### config.mk
export PLATFORM = sky130hd
export DESIGN_NAME = irq_vec_ring
export DESIGN_NICKNAME = d
export VERILOG_FILES = /design/src/rtl/ivr_pkg.sv /design/src/rtl/ivr_evq.sv /design/src/rtl/ivr_pack.sv /design/src/rtl/ivr_regs.sv /design/src/rtl/ivr_store.sv /design/src/rtl/irq_vec_ring.sv
export SDC_FILE = /design/constraint.sdc
export NUM_CORES = 1
export LEC_CHECK = 0
export ABC_AREA = 1
export BUFFER_PORTS_ARGS = -buffer_cell sky130_fd_sc_hd__clkbuf_2
export CORE_ASPECT_RATIO = 1.4
export CORE_MARGIN = 2
export CORE_UTILIZATION = 45
export CTS_CLUSTER_DIAMETER = 80
export CTS_CLUSTER_SIZE = 12
export DETAILED_ROUTE_END_ITERATION = 8
export GPL_TIMING_DRIVEN = 1
export PLACE_DENSITY = 0.68
export REMOVE_ABC_BUFFERS = 1
export SYNTH_ARGS = -nofsm -noshare
export SYNTH_HDL_FRONTEND = slang
export SYNTH_SLANG_ARGS = --single-unit
### constraint.sdc
create_clock -name clk -period 6.4 [get_ports clk]
set_input_delay 0.64 -clock clk [delete_from_list [all_inputs] [get_ports clk]]
set_output_delay 0.64 -clock clk [all_outputs]
set_load 0.05 [all_outputs]
### src/rtl/ivr_pkg.sv
package ivr_pkg;
  localparam int SRC_W   = 8;
  localparam int DATA_W  = 28;
  localparam int RING_W  = 8;
  localparam int VM_W    = 8;
  localparam int PASID_W = 16;
  localparam int ADDR_W  = 40;

  localparam logic [2:0] A_CTRL  = 3'd0;
  localparam logic [2:0] A_BASE  = 3'd1;
  localparam logic [2:0] A_RPTR  = 3'd2;
  localparam logic [2:0] A_WPTR  = 3'd3;
  localparam logic [2:0] A_WB_LO = 3'd4;
  localparam logic [2:0] A_WB_HI = 3'd5;

  localparam int C_EN     = 0;
  localparam int C_WB     = 8;
  localparam int C_OVF_EN = 16;
  localparam int C_CLR    = 31;

  typedef struct packed {
    logic [PASID_W-1:0] pasid;
    logic [VM_W-1:0]    vm;
    logic [RING_W-1:0]  ring;
    logic [DATA_W-1:0]  data;
    logic [SRC_W-1:0]   src;
  } ivr_event_t;

  typedef enum logic [1:0] {ST_IDLE, ST_VEC, ST_WB} ivr_state_e;
endpackage

### src/rtl/ivr_evq.sv
module ivr_evq
  import ivr_pkg::*;
#(
  parameter int DEPTH = 4
) (
  input  logic       clk,
  input  logic       rst,
  input  logic       push_valid,
  output logic       push_ready,
  input  ivr_event_t push_data,
  input  logic       pop,
  output logic       out_valid,
  output ivr_event_t out_data
);
  localparam int AW = (DEPTH > 2) ? $clog2(DEPTH) : 1;
  localparam int CW = $clog2(DEPTH + 1);

  ivr_event_t    store [DEPTH];
  logic [AW-1:0] wr_ptr, rd_ptr;
  logic [CW-1:0] count;
  logic          do_push, do_pop;

  assign push_ready = (count != CW'(DEPTH));
  assign out_valid  = (count != '0);
  assign do_push    = push_valid && push_ready;
  assign do_pop     = pop && out_valid;
  assign out_data   = store[rd_ptr];

  always_ff @(posedge clk) begin
    if (do_push) store[wr_ptr] <= push_data;
  end

  always_ff @(posedge clk) begin
    if (rst) begin
      wr_ptr <= '0;
      rd_ptr <= '0;
      count  <= '0;
    end else begin
      if (do_push) wr_ptr <= (wr_ptr == AW'(DEPTH - 1)) ? '0 : wr_ptr + AW'(1);
      if (do_pop)  rd_ptr <= (rd_ptr == AW'(DEPTH - 1)) ? '0 : rd_ptr + AW'(1);
      case ({do_push, do_pop})
        2'b10:   count <= count + CW'(1);
        2'b01:   count <= count - CW'(1);
        default: count <= count;
      endcase
    end
  end

  // a full queue without a pop stays full (no push gets in)
  p_full_hold_r12: assert property (@(posedge clk) disable iff (rst)
    (count == CW'(DEPTH) && !pop) |=> (count == CW'(DEPTH)));
endmodule

### src/rtl/ivr_pack.sv
module ivr_pack
  import ivr_pkg::*;
(
  input  ivr_event_t  ev,
  input  logic [1:0]  sel,
  output logic [31:0] word
);
  logic [31:0] words [4];

  always_comb begin
    words[0] = {{(32 - SRC_W){1'b0}}, ev.src};
    words[1] = {{(32 - DATA_W){1'b0}}, ev.data};
    words[2] = {ev.pasid, ev.vm, ev.ring};
    words[3] = '0;
    word     = words[sel];
  end
endmodule

### src/rtl/ivr_regs.sv
module ivr_regs
  import ivr_pkg::*;
#(
  parameter int LOG2W_MAX = 14,
  localparam int PTR_W = LOG2W_MAX + 2
) (
  input  logic              clk,
  input  logic              rst,
  input  logic              reg_wr,
  input  logic [2:0]        reg_addr,
  input  logic [31:0]       reg_wdata,
  output logic [31:0]       reg_rdata,
  input  logic [31:0]       wptr_word,
  output logic              ring_en,
  output logic              wb_en,
  output logic              ovf_en,
  output logic              ovf_clr,
  output logic              wptr_wr,
  output logic [PTR_W-1:0]  wptr_wdata,
  output logic [ADDR_W-1:0] ring_base,
  output logic [ADDR_W-1:0] wb_addr,
  output logic [PTR_W-1:0]  ptr_mask,
  output logic [PTR_W-1:0]  rptr
);
  logic [4:0]       size_code, eff_code;
  logic [31:0]      base_q, wb_lo_q;
  logic [7:0]       wb_hi_q;
  logic [PTR_W-1:0] span_m1;

  always_comb begin
    if (size_code < 5'd2)                 eff_code = 5'd2;
    else if (size_code > 5'(LOG2W_MAX))   eff_code = 5'(LOG2W_MAX);
    else                                  eff_code = size_code;
    span_m1  = (PTR_W'(1) << (eff_code + 5'd2)) - PTR_W'(1);
    ptr_mask = span_m1 & ~PTR_W'(15);
  end

  assign ovf_clr    = reg_wr && (reg_addr == A_CTRL) && reg_wdata[C_CLR];
  assign wptr_wr    = reg_wr && (reg_addr == A_WPTR);
  assign wptr_wdata = reg_wdata[PTR_W-1:0];
  assign ring_base  = {base_q, 8'h00};
  assign wb_addr    = {wb_hi_q, wb_lo_q};

  always_ff @(posedge clk) begin
    if (rst) begin
      ring_en   <= 1'b0;
      wb_en     <= 1'b0;
      ovf_en    <= 1'b0;
      size_code <= '0;
      base_q    <= '0;
      wb_lo_q   <= '0;
      wb_hi_q   <= '0;
      rptr      <= '0;
      reg_rdata <= '0;
    end else begin
      if (reg_wr) begin
        case (reg_addr)
          A_CTRL: begin
            ring_en   <= reg_wdata[C_EN];
            size_code <= reg_wdata[5:1];
            wb_en     <= reg_wdata[C_WB];
            ovf_en    <= reg_wdata[C_OVF_EN];
          end
          A_BASE:  base_q  <= reg_wdata;
          A_RPTR:  rptr    <= reg_wdata[PTR_W-1:0] & ptr_mask;
          A_WB_LO: wb_lo_q <= reg_wdata;
          A_WB_HI: wb_hi_q <= reg_wdata[7:0];
          default: ;
        endcase
      end
      case (reg_addr)
        A_CTRL:  reg_rdata <= {15'b0, ovf_en, 7'b0, wb_en, 2'b0, size_code, ring_en};
        A_BASE:  reg_rdata <= base_q;
        A_RPTR:  reg_rdata <= {{(32 - PTR_W){1'b0}}, rptr};
        A_WPTR:  reg_rdata <= wptr_word;
        A_WB_LO: reg_rdata <= wb_lo_q;
        A_WB_HI: reg_rdata <= {24'b0, wb_hi_q};
        default: reg_rdata <= '0;
      endcase
    end
  end
endmodule

### src/rtl/ivr_store.sv
module ivr_store
  import ivr_pkg::*;
#(
  parameter int PTR_W = 16
) (
  input  logic              clk,
  input  logic              rst,
  input  logic              ring_en,
  input  logic              wb_en,
  input  logic              ovf_en,
  input  logic              ovf_clr,
  input  logic              wptr_wr,
  input  logic [PTR_W-1:0]  wptr_wdata,
  input  logic [ADDR_W-1:0] ring_base,
  input  logic [ADDR_W-1:0] wb_addr,
  input  logic [PTR_W-1:0]  ptr_mask,
  input  logic [PTR_W-1:0]  rptr,
  input  logic              q_valid,
  input  ivr_event_t        q_data,
  output logic              q_pop,
  output logic [31:0]       wptr_word,
  output logic              irq,
  output logic              mem_we,
  output logic [ADDR_W-1:0] mem_addr,
  output logic [31:0]       mem_wdata
);
  ivr_state_e       state;
  logic [1:0]       beat;
  logic [PTR_W-1:0] wptr, next_w, rptr_m;
  logic             ovf, commit, ovf_hit;
  ivr_event_t       cur_ev, pack_ev;
  logic [31:0]      pack_word;

  assign pack_ev = (state == ST_IDLE) ? q_data : cur_ev;

  ivr_pack u_pack (
    .ev   (pack_ev),
    .sel  (beat),
    .word (pack_word)
  );

  assign q_pop     = (state == ST_IDLE) && ring_en && q_valid;
  assign next_w    = (wptr + PTR_W'(16)) & ptr_mask;
  assign rptr_m    = rptr & ptr_mask;
  assign commit    = (state == ST_VEC) && (beat == 2'd3);
  assign ovf_hit   = commit && ovf_en && (next_w == rptr_m);
  assign wptr_word = {{(32 - PTR_W){1'b0}}, wptr[PTR_W-1:1], ovf};

  always_ff @(posedge clk) begin
    if (rst) begin
      state     <= ST_IDLE;
      beat      <= '0;
      wptr      <= '0;
      ovf       <= 1'b0;
      cur_ev    <= '0;
      irq       <= 1'b0;
      mem_we    <= 1'b0;
      mem_addr  <= '0;
      mem_wdata <= '0;
    end else begin
      mem_we <= 1'b0;
      irq    <= ring_en && ((wptr != rptr_m) || ovf);
      case (state)
        ST_IDLE: begin
          if (q_pop) begin
            cur_ev    <= q_data;
            mem_we    <= 1'b1;
            mem_addr  <= ring_base + ADDR_W'(wptr);
            mem_wdata <= pack_word;
            beat      <= 2'd1;
            state     <= ST_VEC;
          end else if (wptr_wr && !ring_en) begin
            wptr <= wptr_wdata & ptr_mask;
          end
        end
        ST_VEC: begin
          mem_we    <= 1'b1;
          mem_addr  <= ring_base + ADDR_W'(wptr) + ADDR_W'({beat, 2'b00});
          mem_wdata <= pack_word;
          if (beat == 2'd3) begin
            wptr  <= next_w;
            beat  <= 2'd0;
            state <= wb_en ? ST_WB : ST_IDLE;
          end else begin
            beat <= beat + 2'd1;
          end
        end
        ST_WB: begin
          mem_we    <= 1'b1;
          mem_addr  <= wb_addr;
          mem_wdata <= wptr_word;
          state     <= ST_IDLE;
        end
        default: state <= ST_IDLE;
      endcase
      if (ovf_hit)      ovf <= 1'b1;
      else if (ovf_clr) ovf <= 1'b0;
    end
  end

  // an idle store engine with the ring disabled issues no memory write
  p_idle_off_r8: assert property (@(posedge clk) disable iff (rst)
    (state == ST_IDLE && !ring_en) |=> !mem_we);
  // the flag holds unless software clears it
  p_ovf_sticky_r6: assert property (@(posedge clk) disable iff (rst)
    (ovf && !ovf_clr) |=> ovf);
  // every cycle spent inside a vector burst carries a memory write
  p_vec_burst_r1: assert property (@(posedge clk) disable iff (rst)
    (state == ST_VEC) |-> mem_we);
  // the writeback beat targets the programmed writeback address
  p_wb_target_r9: assert property (@(posedge clk) disable iff (rst)
    (state == ST_WB) |=> (mem_we && mem_addr == $past(wb_addr)));
endmodule

### src/rtl/irq_vec_ring.sv
module irq_vec_ring
  import ivr_pkg::*;
#(
  parameter int QDEPTH    = 4,
  parameter int LOG2W_MAX = 14
) (
  input  logic        clk,
  input  logic        rst,
  input  logic        ev_valid,
  output logic        ev_ready,
  input  logic [7:0]  ev_src,
  input  logic [27:0] ev_data,
  input  logic [7:0]  ev_ring,
  input  logic [7:0]  ev_vm,
  input  logic [15:0] ev_pasid,
  input  logic        reg_wr,
  input  logic [2:0]  reg_addr,
  input  logic [31:0] reg_wdata,
  output logic [31:0] reg_rdata,
  output logic        mem_we,
  output logic [39:0] mem_addr,
  output logic [31:0] mem_wdata,
  output logic        irq
);
  localparam int PTR_W = LOG2W_MAX + 2;

  ivr_event_t        in_ev, q_data;
  logic              q_valid, q_pop;
  logic              ring_en, wb_en, ovf_en, ovf_clr, wptr_wr;
  logic [PTR_W-1:0]  wptr_wdata, ptr_mask, rptr;
  logic [ADDR_W-1:0] ring_base, wb_addr;
  logic [31:0]       wptr_word;

  assign in_ev = '{pasid: ev_pasid, vm: ev_vm, ring: ev_ring, data: ev_data, src: ev_src};

  ivr_evq #(.DEPTH(QDEPTH)) u_evq (
    .clk        (clk),
    .rst        (rst),
    .push_valid (ev_valid),
    .push_ready (ev_ready),
    .push_data  (in_ev),
    .pop        (q_pop),
    .out_valid  (q_valid),
    .out_data   (q_data)
  );

  ivr_regs #(.LOG2W_MAX(LOG2W_MAX)) u_regs (
    .clk        (clk),
    .rst        (rst),
    .reg_wr     (reg_wr),
    .reg_addr   (reg_addr),
    .reg_wdata  (reg_wdata),
    .reg_rdata  (reg_rdata),
    .wptr_word  (wptr_word),
    .ring_en    (ring_en),
    .wb_en      (wb_en),
    .ovf_en     (ovf_en),
    .ovf_clr    (ovf_clr),
    .wptr_wr    (wptr_wr),
    .wptr_wdata (wptr_wdata),
    .ring_base  (ring_base),
    .wb_addr    (wb_addr),
    .ptr_mask   (ptr_mask),
    .rptr       (rptr)
  );

  ivr_store #(.PTR_W(PTR_W)) u_store (
    .clk        (clk),
    .rst        (rst),
    .ring_en    (ring_en),
    .wb_en      (wb_en),
    .ovf_en     (ovf_en),
    .ovf_clr    (ovf_clr),
    .wptr_wr    (wptr_wr),
    .wptr_wdata (wptr_wdata),
    .ring_base  (ring_base),
    .wb_addr    (wb_addr),
    .ptr_mask   (ptr_mask),
    .rptr       (rptr),
    .q_valid    (q_valid),
    .q_data     (q_data),
    .q_pop      (q_pop),
    .wptr_word  (wptr_word),
    .irq        (irq),
    .mem_we     (mem_we),
    .mem_addr   (mem_addr),
    .mem_wdata  (mem_wdata)
  );

  // irq may only be raised while the ring is enabled
  p_irq_needs_en_r4: assert property (@(posedge clk) disable iff (rst)
    irq |-> $past(ring_en));
endmodule

==> implementation parameters, run 1 <==
Parameter                              Value

Final layout
  Number of standard cells in the layout, taps in and fillers out ... 3437
  Layout Area Growth over Synthesis ... 12.6%
  Area of the multi-input gates ... 8790 sq um
  Count of fill cells added during filler insertion ... 4862
  Share of cells above drive strength 1 ... 0.126
  FF/Latch Area ... 14000 sq um
  Area of all placed cells without fillers ... 27000 sq um
  Layout Nets ... 2819
  End-of-flow core utilization ... 0.509

Global route
  Wire length of the first global-routing pass ... 105 mm
  Vias in the first global route ... 18700
  GR Overflow Total ... 0
  Global-route total usage across every layer ... 0.245
  Pin count of the biggest net entering global routing ... 123
  Antenna violations before repair ... 6

Placed design
  Count of port buffers added during placement ... 213
  Weighted congestion reported at the end of routability-driven placement ... 0.941
  Half-perimeter wire length after detailed placement ... 43.8 mm
  Number of cells in the design after placement ... 3348
  Placement Cell Area ... 25500 sq um

Drt
  Remaining antenna violation count ... 0
  Remaining routing DRC violations ... 0
  Via-per-instance ratio ... 5.65
  DR WL/cell ... 19.9 um
  DRT Pass-1 Iters ... 5
  Wire length after detailed routing ... 68.3 mm
  First-iteration detailed-routing DRC count ... 1493
  Number of vias in the routed layout ... 19400

Clock tree
  Number of hold buffers added after cts ... 0
  Clock slew at the register clock pins of the worst setup and hold paths ... 0.07 ns
  Total number of H-tree levels ... 2
  Cells resized by post-CTS repair ... 0
  Clock tree from TritonCTS ... yes
  Clock tree buffer depth ... 3
  Number of clock sinks ... 564
  Clock network latency to the later pin of the worst-skew pair ... 0.61 ns
  Clock root buffer ... sky130_fd_sc_hd__clkbuf_16
  TritonCTS Buffers ... 53
  Buffers inserted by post-CTS timing repair ... 0

STA
  Final hold violations ... 0
  Final period demand of the worst path ... 4.39 ns
  Worst-case headroom to the max-slew limit ... 0.187
  Count of final max-slew check failures ... 0
  Final setup vio count ... 0
  Slew at the pin closest to its max-slew limit ... 1.22 ns
  Setup repair after global routing missed its margin ... false
  Clock Skews ... 0.0121 ns
  Worst hold margin ... 0.237 ns
  Timing-limited maximum frequency ... 228 MHz
  Setup Total Neg Slack ... 0 ns
  Post-route fraction of the period consumed by the critical path ... 0.687

Pwr
  Part of the total power dissipated in the clock network ... 0.383
  Net switching power of the design ... 0.00186 W
  Share of power burned in combinational logic ... 0.085
  Net switching share of the total power ... 0.248
  P_int ... 0.00565 W
  Sequential cell fraction of total power ... 0.531
  P_leak ... 9.92 nW
  Pwr/cell area ... 278 nW/um^2
  Peak supply drop ... 260 uV

Run status
  Status ... finished, final reports clean

Logic synthesis
  Post-Syn Instances ... 2568
  Sequential element share of the synthesized area ... 0.585
  Proportion of netlist area held by the largest area contributor ... 0.341
  Most area-hungry cell type in the Yosys netlist ... sky130_fd_sc_hd__edfxtp_1
  Mapped cell area ... 23900 sq um
  Avg Cell Area, Syn ... 9.33 sq um
  Synth unique cells ... 51
  Prevailing post-synth register cell ... sky130_fd_sc_hd__dfxtp_1
  Async S/R FF share, synth ... 0
  Cell types occupying the most area after synthesis ... sky130_fd_sc_hd__edfxtp_1 34%, sky130_fd_sc_hd__dfxtp_1 24%, sky130_fd_sc_hd__nand2_1 7.7%, sky130_fd_sc_hd__a21oi_1 7.4%, sky130_fd_sc_hd__o21ai_0 4.7%
  Number of synthesized register bits ... 564
  Cell with the most instances after synthesis ... sky130_fd_sc_hd__nand2_1
  Number of flops mapped to enable cells by yosys ... 272
  Number of warning messages in the yosys log ... 0
  Top cell types by occurrence after synthesis ... 492 x sky130_fd_sc_hd__nand2_1, 355 x sky130_fd_sc_hd__a21oi_1, 292 x sky130_fd_sc_hd__dfxtp_1

Floorplanning
  Die Height ... 277 um
  Die ar. ... 55100 sq um
  Std-Cell Core Area ... 52900 sq um
  Width of the chip ... 199 um
  Cell Rows ... 100
  Starting density of the core ... 0.452
  Boundary Pins ... 214

Critical path
  CP arrival ... 4.85 ns
  Highest net fanout along the worst path ... 122
  Critical Path Source Type ... flop
  Required time of the worst setup path ... 6.85 ns
  Worst Setup Path Type ... flop to flop
  Kind of end point of the critical path ... flop

Flow run
  Total of max-cap violations ... 0

Hold path
  Class of the worst hold path ... primary input to flop
==> worst paths after layout <==
path                                       startpoint                     to  slack (ns)  cells past startpoint
worst max-delay path                 u_store.state[0]  u_store.mem_wdata[15]        2.01                     11
worst max register to register       u_store.state[0]  u_store.mem_wdata[15]        2.01                     11
worst min-delay path                      ev_data[19]     u_evq.store[2][27]        0.24                      1
worst min register to register  u_store.mem_wdata[14]  u_store.mem_wdata[14]        0.46                      2
==> routing by layer <==
metal	wire, um	vias to the layer above	global-route usage
li1	-	9297	-
met1	26200	9267	0.292
met2	34300	674	0.426
met3	4660	165	0.0463
met4	3060	8	0.109
met5	56	-	0
==> cells by family (layout without fill, tap and decap cells) <==
group / Yosys count / count (layout) / share of synthesized area
AO/OA/AOI/OAI: 803 / 803 / 0.198
XOR/XNOR: 13 / 13 / 0.00475
adder cells (fa/ha/maj): 23 / 23 / 0.0126
buffers and inverters: 308 / 461 / 0.0500
flip-flops: 564 / 564 / 0.585
other: 0 / 2 / 0
AND/OR/NAND/NOR: 857 / 857 / 0.150
==> layout make-up <==
| type | count | area share |
|---|---|---|
| Tap cell | 714 | 0.0331 |
| Sequential cell | 564 | 0.520 |
| Inverter | 143 | 0.0203 |
| Timing Repair Buffer | 231 | 0.0448 |
| Multi-Input combinational cell | 1696 | 0.326 |
| Clock inverter | 4 | 0.00209 |
| Antenna cell | 2 | 0.000186 |
| Clock buffer | 83 | 0.0534 |
==> power groups by stage <==
stage	Clock, W	Sequential (W)	Combinational [W]
floorplan	0	0.00412	0.000338
global placement	0	0.00406	0.000627
detailed placement	0	0.00407	0.000639
CTS	0.00294	0.00399	0.000643
global route	0.00307	0.00400	0.000703
finish	0.00288	0.00399	0.000639
==> metrics by stage <==
step / power (W) / setup WS [ns]
finish: 0.00751 / 2.01
global route: 0.00777 / 1.59
CTS: 0.00757 / 2.04
detailed placement: 0.00471 / 2.05
global placement: 0.00469 / 2.26
floorplan: 0.00445 / 0.160
==> placed cells by master (no fill, tap or decap), types with 8 or more instances in the layout <==
master and count:
sky130_fd_sc_hd__a211oi_1 72, sky130_fd_sc_hd__a21oi_1 355, sky130_fd_sc_hd__a221oi_1 17, sky130_fd_sc_hd__a32o_1 63
sky130_fd_sc_hd__buf_4 18, sky130_fd_sc_hd__clkbuf_1 30, sky130_fd_sc_hd__clkbuf_16 53, sky130_fd_sc_hd__clkbuf_2 212
sky130_fd_sc_hd__dfxtp_1 291, sky130_fd_sc_hd__edfxtp_1 272, sky130_fd_sc_hd__ha_1 19, sky130_fd_sc_hd__inv_1 126
sky130_fd_sc_hd__nand2_1 492, sky130_fd_sc_hd__nand3_1 108, sky130_fd_sc_hd__nand4_1 15, sky130_fd_sc_hd__nor2_1 190
sky130_fd_sc_hd__nor2_2 10, sky130_fd_sc_hd__nor2_4 11, sky130_fd_sc_hd__nor3_1 11, sky130_fd_sc_hd__o211ai_1 12
sky130_fd_sc_hd__o21ai_0 227, sky130_fd_sc_hd__o22ai_1 25, sky130_fd_sc_hd__o31ai_1 8, sky130_fd_sc_hd__xor2_1 13
==> critical path, cell delays in order (launching register included) <==
cell and delay (ns):
sky130_fd_sc_hd__dfxtp_1 0.34, sky130_fd_sc_hd__inv_1 0.13, sky130_fd_sc_hd__ha_4 0.15, sky130_fd_sc_hd__buf_4 0.83, sky130_fd_sc_hd__clkinv_1 0.77, sky130_fd_sc_hd__nor2_1 0.41, sky130_fd_sc_hd__nor2_4 0.24, sky130_fd_sc_hd__clkinv_2 0.12
sky130_fd_sc_hd__buf_4 0.81, sky130_fd_sc_hd__a21oi_1 0.12, sky130_fd_sc_hd__o31ai_1 0.13, sky130_fd_sc_hd__a21oi_1 0.09
==> state kept, by name, indices dropped and copies added (netlist names), 3 cells and up, named ones only <==
signal	cells
u_evq.store	272
u_store.wptr	12
u_regs.wb_lo_q	32
u_regs.wb_hi_q	8
u_evq.count	3
u_store.mem_addr	40
u_regs.rptr	12
u_store.cur_ev	68
u_regs.reg_rdata	32
u_store.mem_wdata	32
u_regs.size_code	5
u_regs.base_q	32
No activity file was read; power rests on OpenSTA's default activity.
==> inputs of run 2 (changes only) <==
Clock period 6.4 ns to 4.47 ns, I/O delays scaled along.
==> run 2 against run 1 <==
Net effect: count of clock-buffer cells in the layout is 2 higher; setup slack worse by 0.57 ns; clock skew is 0.012 ns higher; total power is 44% higher; critical path type unchanged; critical endpoint is now u_store.mem_wdata[11].
==> implementation parameters, run 2 (same netlist as run 1, synthesis figures left out) <==
Parameter                              Value

Run status
  Status ... finished, final reports clean

Drt
  Remaining antenna violation count ... 0
  Detailed route wirelength on metal2 ... 34.8 mm
  Via-per-instance ratio ... 5.62
  First-iteration detailed-routing DRC count ... 1501
  Number of vias in the routed layout ... 19400
  Wire length after detailed routing ... 69.1 mm
  Met1 Wirelength ... 26.8 mm
  DRT Pass-1 Iters ... 7
  Detailed-routed wire length on met3 ... 4.66 mm
  DR WL/cell ... 20.0 um
  Highest routed metal layer ... met5
  Remaining routing DRC violations ... 0

Clock tree
  TritonCTS Buffers ... 53
  Clock tree from TritonCTS ... yes
  Number of clock sinks ... 564
  Clock slew at the register clock pins of the worst setup and hold paths ... 0.06 ns
  Total number of H-tree levels ... 2
  Buffers inserted by post-CTS timing repair ... 0
  Number of hold buffers added after cts ... 0
  Clock tree buffer depth ... 3
  Clock root buffer ... sky130_fd_sc_hd__clkbuf_16
  Clock network latency to the later pin of the worst-skew pair ... 0.63 ns
  Cells resized by post-CTS repair ... 0

Global route
  Wire length of the first global-routing pass ... 107 mm
  Antenna violations before repair ... 5
  Global-route total usage across every layer ... 0.249
  Vias in the first global route ... 18900
  GR Overflow Total ... 0
  Pin count of the biggest net entering global routing ... 121

Critical path
  CP arrival ... 3.49 ns
  Worst Setup Path Type ... flop to flop
  Critical-path top delay cell ... sky130_fd_sc_hd__buf_4
  Highest net fanout along the worst path ... 45
  Launching element of the worst setup path ... u_store.state[0]
  Kind of end point of the critical path ... flop
  Ordered cell list for the critical path ... inv_1 > ha_4 > clkinv_1 > nor2_1 > nor2_4 > clkinv_2 > buf_4 > buf_4 > a21oi_1 > o31ai_1 > a21oi_1
  Critical Path Source Type ... flop
  Startpoint of the lowest-slack register-to-register path ... u_store.state[0]
  Required time of the worst setup path ... 4.93 ns
  Delay contributed by the slowest stage of the critical path ... 0.55 ns

Placed design
  Post-place setup slack ... 1.46 ns
  Half-perimeter wire length after detailed placement ... 45.5 mm
  Count of port buffers added during placement ... 213
  Weighted congestion reported at the end of routability-driven placement ... 0.956

Final layout
  Layout Nets ... 2834
  Most frequent cells in the layout ... 492 x sky130_fd_sc_hd__nand2_1, 355 x sky130_fd_sc_hd__a21oi_1, 291 x sky130_fd_sc_hd__dfxtp_1
  End-of-flow core utilization ... 0.513
  Most flop-heavy register ... u_evq.store
  Count of fill cells added during filler insertion ... 4860
  Share of cells above drive strength 1 ... 0.131
  Leading cell type in the layout, fill and taps excluded ... sky130_fd_sc_hd__nand2_1
  Area of the multi-input gates ... 8790 sq um
  Max FFs per register ... 272
  Registers with the most flip-flops ... u_evq.store: 272 flops, u_store.cur_ev: 68 flops, u_store.mem_addr: 40 flops
  FF/Latch Area ... 14000 sq um
  Layout Area Growth over Synthesis ... 13.4%

Floorplanning
  Die ar. ... 55100 sq um
  Die Height ... 277 um
  Std-Cell Core Area ... 52900 sq um
  Cell Rows ... 100
  Starting density of the core ... 0.452
  Width of the chip ... 199 um
  Boundary Pins ... 214

Pwr
  Pwr/cell area ... 399 nW/um^2
  Net switching share of the total power ... 0.247
  P_leak ... 10.0 nW
  Part of the total power dissipated in the clock network ... 0.387
  Share of power burned in combinational logic ... 0.086
  P_int ... 0.00815 W
  Net switching power of the design ... 0.00268 W
  Sequential cell fraction of total power ... 0.527
  Peak supply drop ... 352 uV

STA
  Slew at the pin closest to its max-slew limit ... 1.16 ns
  Final period demand of the worst path ... 3.03 ns
  Setup ws final ... 1.44 ns
  Count of final max-slew check failures ... 0
  Post-route fraction of the period consumed by the critical path ... 0.678
  Final hold violations ... 0
  Timing-limited maximum frequency ... 330 MHz
  Worst hold margin ... 0.0315 ns
  Clock Skews ... 0.0240 ns
  Worst-case headroom to the max-slew limit ... 0.226
  Setup Total Neg Slack ... 0 ns
  Final setup vio count ... 0
  Setup repair after global routing missed its margin ... false

Flow run
  Total of max-cap violations ... 0

Hold path
  Class of the worst hold path ... primary input to flop
  Hold_sp ... ev_data[5]
[run 2: cell types whose count changed in the layout (fill, tap and decap cells not counted)]
| cell | delta |
|---|---|
| sky130_fd_sc_hd__clkbuf_16 | +1 |
| sky130_fd_sc_hd__buf_4 | +13 |
| sky130_fd_sc_hd__diode_2 | -1 |
| sky130_fd_sc_hd__inv_16 | -2 |
| sky130_fd_sc_hd__clkinv_16 | +2 |
| sky130_fd_sc_hd__inv_6 | +1 |
| sky130_fd_sc_hd__inv_8 | -1 |
| sky130_fd_sc_hd__clkbuf_8 | +1 |
| sky130_fd_sc_hd__buf_12 | +2 |
[run 2: area by class of cell]
cell class	instances	share of cell area
diodes	1	0.0000922
multi-input cells	1696	0.324
inverters	143	0.0202
well taps	714	0.0329
clock inverters	4	0.00272
flip-flops and latches	564	0.516
clock buffers	85	0.0544
repair buffers	246	0.0495
[run 2: metal layers]
metal	vias up	GRT usage
met3	138	0.0462
li1	9337	-
met1	9259	0.297
met4	8	0.105
met2	672	0.436
met5	-	0
[run 2: through the flow]
step                      instances  total power, W  cell area [sq um]
after floorplan                2403         0.00638              23300
after global placement         3363         0.00672              25600
after detailed placement       3363         0.00675              25600
after CTS                      3452          0.0109              27100
after global routing           3453          0.0112              27200
final                          3453          0.0108              27200
[run 2: critical path, delay by kind of cell, from the launching register on]
| family | cells | cell delay [ns] |
|---|---|---|
| AND/OR/NAND/NOR | 2 | 0.43 |
| buffers and inverters | 5 | 1.60 |
| AO/OA/AOI/OAI | 3 | 0.28 |
| flip-flops | 1 | 0.34 |
| adder cells (fa/ha/maj) | 1 | 0.17 |
[run 2: final timing paths]
kind                      endpoint  slack (ns)  depth (start not counted)
max          u_store.mem_wdata[11]        1.44                         11
min             u_evq.store[0][13]        0.03                          1
max reg2reg  u_store.mem_wdata[11]        1.44                         11
min reg2reg   u_store.mem_wdata[3]        0.46                          2
[run 2: power by group through the flow]
stage	combinational, W	clock, W	sequential, W
2_1_floorplan	0.000485	0	0.00589
3_3_place_gp	0.000912	0	0.00581
3_5_place_dp	0.000931	0	0.00582
4_1_cts	0.000936	0.00427	0.00571
5_1_grt	0.00103	0.00447	0.00572
6_report	0.000932	0.00419	0.00571
